## src/rtl/nzcv_alu_pkg.sv

```systemverilog
package nzcv_alu_pkg;

  typedef enum logic [2:0] {
    OP_NOP = 3'd0,
    OP_ADD = 3'd1,
    OP_SUB = 3'd2,
    OP_CMP = 3'd3,
    OP_CMN = 3'd4,
    OP_TST = 3'd5,
    OP_TEQ = 3'd6,
    OP_RSV = 3'd7
  } alu_op_e;

  typedef enum logic [1:0] {
    SRC_SUM = 2'd0,
    SRC_AND = 2'd1,
    SRC_XOR = 2'd2
  } res_src_e;

  typedef struct packed {
    logic     writes;    // produces a register write
    logic     upd_nz;    // class may touch N and Z
    logic     upd_cv;    // class may touch C and V
    logic     gated;     // flag update depends on set_flags_i
    logic     subtract;  // adder runs A + ~B + 1
    res_src_e src;
  } op_ctrl_t;

  typedef struct packed {
    logic n;
    logic z;
    logic c;
    logic v;
  } nzcv_t;

  function automatic op_ctrl_t decode_op(input logic [2:0] op);
    op_ctrl_t c;
    c = '{writes: 1'b0, upd_nz: 1'b0, upd_cv: 1'b0, gated: 1'b0,
          subtract: 1'b0, src: SRC_SUM};
    case (alu_op_e'(op))
      OP_ADD: begin c.writes = 1'b1; c.upd_nz = 1'b1; c.upd_cv = 1'b1; c.gated = 1'b1; end
      OP_SUB: begin c.writes = 1'b1; c.upd_nz = 1'b1; c.upd_cv = 1'b1; c.gated = 1'b1;
                    c.subtract = 1'b1; end
      OP_CMP: begin c.upd_nz = 1'b1; c.upd_cv = 1'b1; c.subtract = 1'b1; end
      OP_CMN: begin c.upd_nz = 1'b1; c.upd_cv = 1'b1; end
      OP_TST: begin c.upd_nz = 1'b1; c.src = SRC_AND; end
      OP_TEQ: begin c.upd_nz = 1'b1; c.src = SRC_XOR; end
      default: ;
    endcase
    return c;
  endfunction

endpackage

```

## src/rtl/alu_datapath.sv

```systemverilog
module alu_datapath #(
  parameter int W = 32
) (
  input  logic [W-1:0]                a_i,
  input  logic [W-1:0]                b_i,
  input  logic                        subtract_i,
  input  nzcv_alu_pkg::res_src_e      src_i,
  output logic [W-1:0]                value_o,
  output logic                        carry_o,
  output logic                        ovf_o
);
  import nzcv_alu_pkg::*;

  localparam int MSB = W - 1;

  logic [W-1:0] b_eff;
  logic [W:0]   wide_sum;
  logic [W-1:0] and_v;
  logic [W-1:0] xor_v;

  // Subtraction reuses the adder with the second operand inverted and carry-in 1.
  assign b_eff    = subtract_i ? ~b_i : b_i;
  assign wide_sum = {1'b0, a_i} + {1'b0, b_eff} + {{W{1'b0}}, subtract_i};

  // Bitwise results built per bit.
  for (genvar i = 0; i < W; i++) begin : g_bits
    assign and_v[i] = a_i[i] & b_i[i];
    assign xor_v[i] = a_i[i] ^ b_i[i];
  end

  always_comb begin
    unique case (src_i)
      SRC_AND: value_o = and_v;
      SRC_XOR: value_o = xor_v;
      default: value_o = wide_sum[W-1:0];
    endcase
  end

  // Carry out doubles as not-borrow in subtract mode.
  assign carry_o = wide_sum[W];
  // Same-sign inputs to the adder with a sign change at its output.
  assign ovf_o   = (a_i[MSB] == b_eff[MSB]) && (wide_sum[MSB] != a_i[MSB]);

endmodule

```

## src/rtl/alu_flag_next.sv

```systemverilog
module alu_flag_next #(
  parameter int W = 32
) (
  input  nzcv_alu_pkg::op_ctrl_t ctrl_i,
  input  logic                   set_flags_i,
  input  logic [W-1:0]           value_i,
  input  logic                   carry_i,
  input  logic                   ovf_i,
  input  nzcv_alu_pkg::nzcv_t    cur_i,
  output nzcv_alu_pkg::nzcv_t    next_o,
  output logic                   res_we_o
);
  import nzcv_alu_pkg::*;

  logic live;
  logic take_nz;
  logic take_cv;

  assign live    = ctrl_i.gated ? set_flags_i : 1'b1;
  assign take_nz = ctrl_i.upd_nz & live;
  assign take_cv = ctrl_i.upd_cv & live;

  always_comb begin
    next_o   = cur_i;
    if (take_nz) begin
      next_o.n = value_i[W-1];
      next_o.z = ~|value_i;
    end
    if (take_cv) begin
      next_o.c = carry_i;
      next_o.v = ovf_i;
    end
  end

  assign res_we_o = ctrl_i.writes;

endmodule

```

## src/rtl/alu_out_reg.sv

```systemverilog
module alu_out_reg #(
  parameter int W = 32
) (
  input  logic                clk,
  input  logic                rst,
  input  logic                res_we_i,
  input  logic [W-1:0]        value_i,
  input  nzcv_alu_pkg::nzcv_t flags_d_i,
  output logic [W-1:0]        result_q_o,
  output logic                wr_q_o,
  output nzcv_alu_pkg::nzcv_t flags_q_o
);

  always_ff @(posedge clk) begin
    if (rst) begin
      result_q_o <= '0;
      wr_q_o     <= 1'b0;
      flags_q_o  <= '0;
    end else begin
      wr_q_o    <= res_we_i;
      flags_q_o <= flags_d_i;
      if (res_we_i) result_q_o <= value_i;
    end
  end

endmodule

```

## src/rtl/nzcv_alu.sv

```systemverilog
module nzcv_alu #(
  parameter int W = 32
) (
  input  logic         clk,
  input  logic         rst,
  input  logic [2:0]   op_i,
  input  logic         set_flags_i,
  input  logic [W-1:0] a_i,
  input  logic [W-1:0] b_i,
  output logic [W-1:0] result_o,
  output logic         wr_en_o,
  output logic         flag_n_o,
  output logic         flag_z_o,
  output logic         flag_c_o,
  output logic         flag_v_o
);
  import nzcv_alu_pkg::*;

  op_ctrl_t     ctrl;
  logic [W-1:0] value;
  logic         carry;
  logic         ovf;
  nzcv_t        flags_q;
  nzcv_t        flags_d;
  logic         res_we;

  assign ctrl = decode_op(op_i);

  alu_datapath #(.W(W)) u_dp (
    .a_i        (a_i),
    .b_i        (b_i),
    .subtract_i (ctrl.subtract),
    .src_i      (ctrl.src),
    .value_o    (value),
    .carry_o    (carry),
    .ovf_o      (ovf)
  );

  alu_flag_next #(.W(W)) u_fn (
    .ctrl_i      (ctrl),
    .set_flags_i (set_flags_i),
    .value_i     (value),
    .carry_i     (carry),
    .ovf_i       (ovf),
    .cur_i       (flags_q),
    .next_o      (flags_d),
    .res_we_o    (res_we)
  );

  alu_out_reg #(.W(W)) u_reg (
    .clk        (clk),
    .rst        (rst),
    .res_we_i   (res_we),
    .value_i    (value),
    .flags_d_i  (flags_d),
    .result_q_o (result_o),
    .wr_q_o     (wr_en_o),
    .flags_q_o  (flags_q)
  );

  assign flag_n_o = flags_q.n;
  assign flag_z_o = flags_q.z;
  assign flag_c_o = flags_q.c;
  assign flag_v_o = flags_q.v;

endmodule

```

## config.mk

```make
export PLATFORM = sky130hd
export DESIGN_NAME = nzcv_alu
export DESIGN_NICKNAME = d
export VERILOG_FILES = /design/src/rtl/nzcv_alu_pkg.sv /design/src/rtl/alu_datapath.sv /design/src/rtl/alu_flag_next.sv /design/src/rtl/alu_out_reg.sv /design/src/rtl/nzcv_alu.sv
export SDC_FILE = /design/constraint.sdc
export NUM_CORES = 1
export LEC_CHECK = 0
export ABC_AREA = 1
export CORE_AREA = 2 2 112 168
export DETAILED_ROUTE_END_ITERATION = 16
export DIE_AREA = 0 0 114 170
export GPL_TIMING_DRIVEN = 0
export HOLD_SLACK_MARGIN = 0.06
export PLACE_DENSITY_LB_ADDON = 0.08
export SLEW_MARGIN = 40
export SYNTH_ARGS = -nofsm -noshare
export SYNTH_HDL_FRONTEND = slang
export SYNTH_SLANG_ARGS = --single-unit
export TNS_END_PERCENT = 5
```

## constraint.sdc

```tcl
create_clock -name clk -period 2.75 [get_ports clk]
set_input_delay 0.55 -clock clk [delete_from_list [all_inputs] [get_ports clk]]
set_output_delay 0.55 -clock clk [all_outputs]
set_load 0.02 [all_outputs]
```

* Yosys cells after proc, flatten, opt, wreduce, memory -nomap -nowiden
Cells that the tools add are included.
Storage, ports and cells: bits in registers 37, bits in latches 0, RAM bits 0, bits in read-only memories 0, input port bits 70, output and inout bits 37, word-level logic and storage cells 100, memories 0
Cells by class: add/sub/neg operators 2, multipliers 0, divide/modulo/power cells 0, $lt $le $gt $ge 0, equality and inequality tests 10, shifts and indexed selects 0, muxes and demuxes 8, bitwise gates (word level) 67, reduce and logical (&&, ||, !) cells 7
Operator list (count):
- one-hot mux 32 bit (2 select lines) | 1
- bitwise AND 1 bit | 34
- adder 32 x 32 -> 33 bit | 1
- adder 33 x 1 -> 33 bit | 1
- 2-to-1 mux 32 bit | 1
- NOT 32 bit | 1
- OR reduction 32 bit | 1
- XOR 1 bit | 32
- equality test 3 bit (second input constant) | 3
- equality test 3 x 2 -> 1 bit (second input constant) | 2
- OR reduction 6 bit | 1
- 2-to-1 mux 1 bit | 5
- one-hot mux 2 bit (2 select lines) | 1
- OR reduction 2 bit | 2
- OR reduction 4 bit | 1
- equality test 3 x 1 -> 1 bit (second input constant) | 1
- equality test 2 x 1 -> 1 bit (second input constant) | 1
- equality test 2 bit (second input constant) | 1
- equality test 1 bit | 1
- logical AND 1 bit | 1
- logical NOT 1 bit | 1
- != test 1 bit | 1

* Depth between registers and ports, before layout
Gate-level depths: netlist (run 1).
depth in word-level cells 9, mapped depth 23, depth with buffers taken out 22

* By module
Synthesis (run 1) repeated with hierarchy kept, for this count alone.
Unflattened totals: cells, all modules 918, area, all modules 5440.2 µm²
Modules (own cells, without submodules):
- alu_datapath | instances 1, cells each 638, area each 3661.0 µm², sequential area each 0.0 µm²
- alu_out_reg | instances 1, cells each 218, area each 1488.9 µm², sequential area each 740.7 µm²
- alu_flag_next | instances 1, cells each 43, area each 206.4 µm², sequential area each 0.0 µm²
- nzcv_alu | instances 1, cells each 19, area each 83.8 µm², sequential area each 0.0 µm²

* Least setup slack after synthesis (run 1)
No wires, ideal clock.
path type in2reg, start in op_i[2], end reg u_reg.flags_q_o[2] (netlist name), setup time 71 ps, arrival time 2769 ps, data required time 2679 ps, slack -90 ps, stages 18, path buffers 1, cell sequence inv_2 nand2_2 buf_1 xnor2_1 ha_1 nand2_1 inv_1 a21oi_1 inv_1 a21oi_1 nor2_1 nor2_1 nand3_1 nand3_1 nand2_1 nor2_1 nand4_1 a21oi_1
Between the ends: cells in the longest elaborated chain, start to end 9, elaborated cells on any way between the ends 23, those cells by class 2 x add/sub; 8 x eq/ne; 7 x mux; 1 x bitwise; 5 x reduce/logical
RTL lines:
- start, declared | line nzcv_alu.sv:6 | input logic [2:0] op_i,
- equality test 3 x 2 -> 1 bit | line nzcv_alu_pkg.sv:40 | case (alu_op_e'(op))
- OR reduction 2 bit (no line)
- 2-to-1 mux 1 bit | line nzcv_alu_pkg.sv:40
- 2-to-1 mux 32 bit | line alu_datapath.sv:22 | assign b_eff = subtract_i ? ~b_i : b_i;
- adder 32 x 32 -> 33 bit | line alu_datapath.sv:23 | assign wide_sum = {1'b0, a_i} + {1'b0, b_eff} + {{W{1'b0}}, subtract_i};
- adder 33 x 1 -> 33 bit | line alu_datapath.sv:23
- one-hot mux 32 bit (2 select lines) | line alu_datapath.sv:32 | unique case (src_i)
- OR reduction 32 bit | line alu_flag_next.sv:27 | next_o.z = ~|value_i;
- logical NOT 1 bit | line alu_flag_next.sv:27
- end signal, assigned | line alu_out_reg.sv:21 | flags_q_o <= flags_d_i;
- end, declared | line alu_out_reg.sv:11 | output nzcv_alu_pkg::nzcv_t flags_q_o
Parallel ways exist; a longest one is shown, timed or not. A chain may end at the register's enable or synchronous reset.

* Worst setup path after layout (run 1)
Ends and elaborated chain as after synthesis.

==> impl_metrics.yaml, run 1 <==
power:
  p_int_mw: 2.02
  seqPwrFrac_pct: 17.3
  p_sw_mw: 1.57
  combPwrFrac_pct: 63.8
  vdd_ir_drop_max_v: 0.000296
  powerDensity_mw_per_mm2: 403
  leakagePower_nw: 4.48
  switching_share_pct: 43.7
  clkPwrFrac_pct: 18.9
grt:
  antenna_found_initial: 0
  grt_pass1_vias: 6405
  grt_usage_pct: 21.7
  grt_pass1_wl_um: 32500
  overflow: 0
  grt_max_degree: 13
clocking:
  clock_path_buffers: 2
  htree_levels: 2
  cts_sinks: 37
  cts_made_buffers: 5
  hold_buffers: 0
  worstSkewPairLatency_ns: 0.28
  cts.clk_slew.worst_paths_ns: 0.06
  cts_tree: "built"
  cts-root-buf: "clkbuf_16"
detailed_routing:
  drt_iter0_drc: 229
  drc_errors: 0
  via_per_inst: 4.89
  wirelength_um: 21700
  routedWlPerCell_um: 16.7
  first_pass_iters: 4
  antenna_left: 0
  vias: 6336
die:
  initial_core_util_pct: 29.5
  die_y_um: 170
  fp-row-count: 60
  fp.dieW_um: 114
  design.core.area_mm2: 0.0179
  io_pins: 107
  die-area_mm2: 0.0194
yosys:
  syn_avg_cell_area_um2: 5.84
  synth_edf_count: 0
  async_reset_ff_share_pct: 0
  netlist-cell-type-count: 33
  synth_nets: 1043
  yosysSeqAreaShare_pct: 14.0
  synth.cell_area_mm2: 0.00527
  ys_warn_count: 0
  synth_ff_type: "dfxtp_1"
  ys_seq_elements: 37
  synthCells: 903
placed_design:
  numPortBuffers: 106
  pre_cts_slack_ns: -1.37
  place.gp.congestion: 0.925
  dp_hpwl_um: 17200
cells_and_area:
  syn_to_final_growth_pct: 69.0
  final_util_pct: 49.9
  finalNetCount: 1219
  fillCellCount: 1903
  antennaDiodeCount: 0
  drive_gt1_share_pct: 34.0
timing:
  setup_viol: 1
  fin_crit_ns: 2.81
  fmax_ghz: 0.356
  setup_ws_ns: -0.0583
  tightestPinTransition_ns: 0.539
  slew_viol_final: 0
  rsz0062_at_grt: "true"
  finClkSkew_ns: 0
  relSlewSlack_pct: 64.1
  hold_viol_final: 0
  finalCritPeriodShare_pct: 102
run:
  drv_cap: 0
critical_path:
  end_kind: "flip-flop"
  crit_required_ns: 2.96
  cp-start-kind: "input port"
  crit_type: "in -> reg"
  worstPathArrival_ns: 3.02
  critPathMaxFanout: 6
hold_path:
  worstHoldPathType: "reg -> reg"
status:
  status: "complete, but fails checks"
  violations: "setup timing"
[flip-flops by register name, summed over array words and instances, names as in the netlist]
register and flops:
u_reg.result_q_o 32, u_reg.flags_q_o 4, u_reg.wr_q_o 1
[path summary, 6_finish.rpt]
check,startpoint,end,slack [ns],cells past startpoint
worst max-delay path,op_i[2],u_reg.flags_q_o[2],-0.06,22
worst max register to register,u_reg.result_q_o[18],u_reg.result_q_o[18],2.02,4
worst min-delay path,u_reg.flags_q_o[0],u_reg.flags_q_o[0],0.47,2
worst min register to register,u_reg.flags_q_o[0],u_reg.flags_q_o[0],0.47,2
[metal layers]
layer / vias to the layer above / routed length (um) / global-route usage, %
li1: 3243 / - / -
met1: 2890 / 8200 / 23.2
met2: 149 / 11600 / 42.1
met3: 54 / 771 / 2.03
met4: 0 / 1130 / 9.81
met5: - / 0 / 0
[timing repair]
action / CTS / global route
resized for setup: 213 / 214
buffers inserted: 38 / 24
setup endpoints to repair: 33 / 17
gates cloned: 2 / 0
pin swaps: 76 / 115
[critical path, stage by stage]
cell	delay (ns)
buf_8	0.10
inv_8	0.06
nand2_8	0.09
buf_12	0.17
xnor2_1	0.13
ha_2	0.41
nand2_4	0.08
inv_2	0.08
nand2_1	0.07
nand2_2	0.13
inv_1	0.07
nand2_2	0.09
inv_1	0.06
nand2_2	0.06
nand2_1	0.05
nand3_1	0.08
nand2_2	0.11
nor2_1	0.12
nand3b_1	0.09
nor2_2	0.12
nand4_1	0.14
a21oi_1	0.15
[cell type report]
class | instances | area (um2) | share of cell area [%]
multi-input combinational | 684 | 5300 | 59.5
clock buffer | 6 | 139 | 1.56
inverter | 162 | 621 | 6.96
clock inverter | 2 | 37.5 | 0.421
timing repair buffer | 169 | 1640 | 18.4
tap | 217 | 272 | 3.05
buffer | 20 | 163 | 1.83
sequential | 37 | 741 | 8.31
[placed cells by master, fill, tap and decap left out, types with 11 or more instances in the layout]
| master | n |
|---|---|
| nor2_2 | 18 |
| nand2_4 | 26 |
| nor2_4 | 19 |
| inv_1 | 140 |
| a21oi_1 | 12 |
| nand2_1 | 159 |
| dlymetal6s2s_1 | 19 |
| nor2_1 | 70 |
| a22oi_2 | 15 |
| nand3_2 | 19 |
| buf_6 | 13 |
| ha_4 | 22 |
| nand2_2 | 79 |
| o21ai_0 | 25 |
| xnor2_2 | 16 |
| ha_1 | 41 |
| a22oi_1 | 14 |
| buf_4 | 55 |
| nand3b_1 | 11 |
| nand4_1 | 17 |
| clkdlybuf4s50_1 | 79 |
| nand3_1 | 36 |
| inv_2 | 18 |
| dfxtp_1 | 37 |
[cell families (layout without fill, tap and decap cells)]
logic type	Yosys count	count (layout)	synth area share, %
xor+xnor	32	32	5.32
flops	37	37	14.0
fa+ha+maj	70	70	16.8
compound gates	113	113	12.9
simple gates	469	469	37.8
buf+inv	182	359	13.1
[Yosys cell counts (all sizes together), types with 10 or more instances]
| cell | instances | share of area, % |
|---|---|---|
| nor2 | 107 | 8.3 |
| ha | 69 | 16 |
| dfxtp | 37 | 14 |
| nand3b | 11 | 1.6 |
| a22oi | 29 | 4.1 |
| o21ai | 38 | 3.7 |
| nand3 | 59 | 5.6 |
| inv | 161 | 11 |
| nand4 | 17 | 2.0 |
| buf | 11 | 0.97 |
| xnor2 | 31 | 5.1 |
| nand2 | 265 | 19 |
| a21oi | 30 | 2.8 |
| o211ai | 10 | 1.4 |
[metrics by stage]
step	power [mW]	setup TNS, ns	std cells	cell area [um2]	hold WS, ns
finish	3.59	-0.0583	1297	8910	0.469
detailed placement	2.19	-29.39	1226	6610	0.466
CTS	3.21	-0.159	1274	7830	0.474
global placement	2.19	-29.32	1226	6610	0.469
global route	3.83	-0.328	1297	8910	0.496
floorplan	1.60	0	903	5280	0.540
[power groups by stage]
| stage | registers, mW | logic [mW] | clock network (mW) |
|---|---|---|---|
| floorplan | 0.682 | 0.919 | 0 |
| global placement | 0.633 | 1.55 | 0 |
| detailed placement | 0.632 | 1.56 | 0 |
| CTS | 0.621 | 1.89 | 0.692 |
| global route | 0.624 | 2.49 | 0.718 |
| finish | 0.619 | 2.29 | 0.680 |
No activity file was read; power rests on OpenSTA's default activity.
==> run 2, diff against run 1 <==
--- a/config.mk
+++ b/config.mk
@@ -6,6 +6,7 @@
 export NUM_CORES = 1
 export LEC_CHECK = 0
 export ABC_AREA = 1
+export ABC_CLOCK_PERIOD_IN_PS = 2400
 export CORE_AREA = 2 2 112 168
 export DETAILED_ROUTE_END_ITERATION = 16
 export DIE_AREA = 0 0 114 170
==> constraint.sdc (replaced) <==
create_clock -name clk -period 2.4 [get_ports clk]
set_input_delay 0.48 -clock clk [delete_from_list [all_inputs] [get_ports clk]]
set_output_delay 0.48 -clock clk [all_outputs]
set_load 0.02 [all_outputs]
==> run 2 against run 1 <==
Against the previous run:
- the run still ends with setup timing left
- global-route usage decreased by 0.95 points
- final area decreased by 0.37%
- sequential share of layout area about the same
==> impl_metrics.yaml, run 2 (synthesis gave the netlist of run 1 again) <==
placed_design:
  dp_hpwl_um: 17100
  numPortBuffers: 106
  place.gp.congestion: 0.901
clocking:
  htree_levels: 2
  cts-root-buf: "clkbuf_16"
  cts_made_buffers: 5
  cts_tree: "built"
  hold_buffers: 0
  worstSkewPairLatency_ns: 0.27
  clock_path_buffers: 2
  cts_sinks: 37
  cts.clk_slew.worst_paths_ns: 0.06
timing:
  fin_crit_ns: 2.86
  setup_viol: 19
  finClkSkew_ns: 0
  fmax_ghz: 0.349
  tightestPinTransition_ns: 0.567
  rsz0062_at_grt: "true"
  slew_viol_final: 0
  setup_ws_ns: -0.465
  hold_viol_final: 0
  finalCritPeriodShare_pct: 119
  relSlewSlack_pct: 62.2
grt:
  grt_pass1_wl_um: 31200
  grt_usage_pct: 20.7
  overflow: 0
  antenna_found_initial: 0
  grt_max_degree: 14
  grt_pass1_vias: 6018
critical_path:
  slowest_stage: "ha_2"
  critPathMaxFanout: 7
  startpoint: "op_i[2]"
  reg2reg_depth: 4
  cp_top_family: "simple AND/OR/NAND/NOR gates"
  critical_path_depth: 21
  crit_type: "in -> reg"
  cp-start-kind: "input port"
  worstReg2RegEnd: "u_reg.result_q_o[16]"
  crit_required_ns: 2.61
  rrSetupSlack_ns: 1.66
  cp.buffers_inverters: 4
  worstPathArrival_ns: 3.07
  end_kind: "flip-flop"
  endpoint: "u_reg.flags_q_o[2]"
  slowest_delay_ns: 0.40
  reg2reg_from: "u_reg.result_q_o[16]"
  cp_cell_sequence: "buf_8, clkinv_8, nand2_8, buf_12, xnor2_1, ha_2, buf_4, nand3_4, nand2_4, nand2_4, nand2_4, nand2_2, nand2_2, nand2_2, nand3_2, nand4_1, nor2_1, nand3_2, nor2_2, nand4_1, a21oi_2"
cells_and_area:
  largest_register_ffs: 32
  syn_to_final_growth_pct: 68.4
  finalNetCount: 1216
  mostFrequentLayoutCells: "172 x nand2_1, 136 x inv_1, 81 x clkdlybuf4s50_1"
  largest_registers: "u_reg.result_q_o: 32 flops, u_reg.flags_q_o: 4 flops, u_reg.wr_q_o: 1 flops"
  drive_gt1_share_pct: 33.5
  antennaDiodeCount: 0
  final_util_pct: 49.7
  fillCellCount: 1825
  layout_commonest_cell: "nand2_1"
  top_register: "u_reg.result_q_o"
die:
  io_pins: 107
  die_y_um: 170
  initial_core_util_pct: 29.5
  fp.dieW_um: 114
  fp-row-count: 60
  design.core.area_mm2: 0.0179
  die-area_mm2: 0.0194
detailed_routing:
  wirelength_um: 21300
  vias: 6298
  antenna_left: 0
  routedWlPerCell_um: 16.4
  via_per_inst: 4.87
  drt_iter0_drc: 242
  drc_errors: 0
  first_pass_iters: 5
status:
  violations: "setup timing"
  status: "complete, but fails checks"
power:
  power_mw: 4.00
  vdd_ir_drop_max_v: 0.000303
  powerDensity_mw_per_mm2: 451
  leakagePower_nw: 4.46
run:
  drv_cap: 0
hold_path:
  min_from: "u_reg.flags_q_o[0]"
  worstHoldPathType: "reg -> reg"
-- run 2: cell count changes in the layout (fill, tap and decap cells not counted), sizes merged --
cell / delta
clkinv: +2
bufinv: -1
buf: -5
dlymetal6s2s: +3
clkdlybuf4s50: +2
dlygate4sd2: -4
clkbuf: +1
clkdlybuf4s15: -1
-- run 2: worst min-delay path by stage --
stage / cells past startpoint / to / slack [ns]
after detailed placement: 2 / u_reg.flags_q_o[0] / 0.47
after global routing: 2 / u_reg.flags_q_o[0] / 0.50
after CTS: 2 / u_reg.flags_q_o[0] / 0.48
after floorplan: 2 / u_reg.flags_q_o[2] / 0.54
after global placement: 2 / u_reg.flags_q_o[0] / 0.46
final: 2 / u_reg.flags_q_o[0] / 0.48
-- run 2: what timing repair did --
action / 4_1_cts / 5_1_grt
cloned: 0 / 2
setup buffers: 16 / 42
gates resized for setup: 86 / 314
setup endpoints to repair: 36 / 33
pin swaps: 22 / 134
-- run 2: area by class of cell --
cell class	instances	area (um2)	area share (%)
clock inverter	3	21.3	0.240
timing repair buffer	166	1650	18.6
buffer	20	164	1.85
tap	217	272	3.06
clock buffer	5	125	1.41
inverter	162	631	7.10
multi-input combinational	684	5280	59.4
sequential	37	741	8.34
-- run 2: worst register-to-register path, delay by kind of cell (launching register included) --
| family | cells | cell delay (ns) |
|---|---|---|
| flops | 1 | 0.38 |
| simple gates | 2 | 0.19 |
| compound gates | 1 | 0.06 |
| buf+inv | 1 | 0.06 |
-- run 2: routing by layer --
metal,global-route usage [%],wire length (um),vias to the layer above
li1,-,-,3239
met1,22.7,7910,2865
met2,40.8,11700,148
met3,1.92,798,46
met4,7.00,901,0
met5,0,0,-
-- run 2: power by group --
group          switching [mW]  total (mW)  internal [mW]
sequential             0.0357       0.708          0.672
clock                   0.254       0.640          0.386
combinational            1.51        2.66           1.15
-- run 2: metrics by stage --
step | std cells | cell area, um2 | hold WS (ns) | setup slack [ns] | TNS, ns
6_report | 1294 | 8880 | 0.481 | -0.465 | -2.64
5_1_grt | 1294 | 8880 | 0.500 | -0.600 | -5.85
4_1_cts | 1250 | 7230 | 0.479 | -0.696 | -10.02
3_5_place_dp | 1226 | 6710 | 0.470 | -1.59 | -36.43
3_3_place_gp | 1226 | 6710 | 0.465 | -1.59 | -35.82
2_1_floorplan | 903 | 5380 | 0.540 | -0.0502 | -0.0688
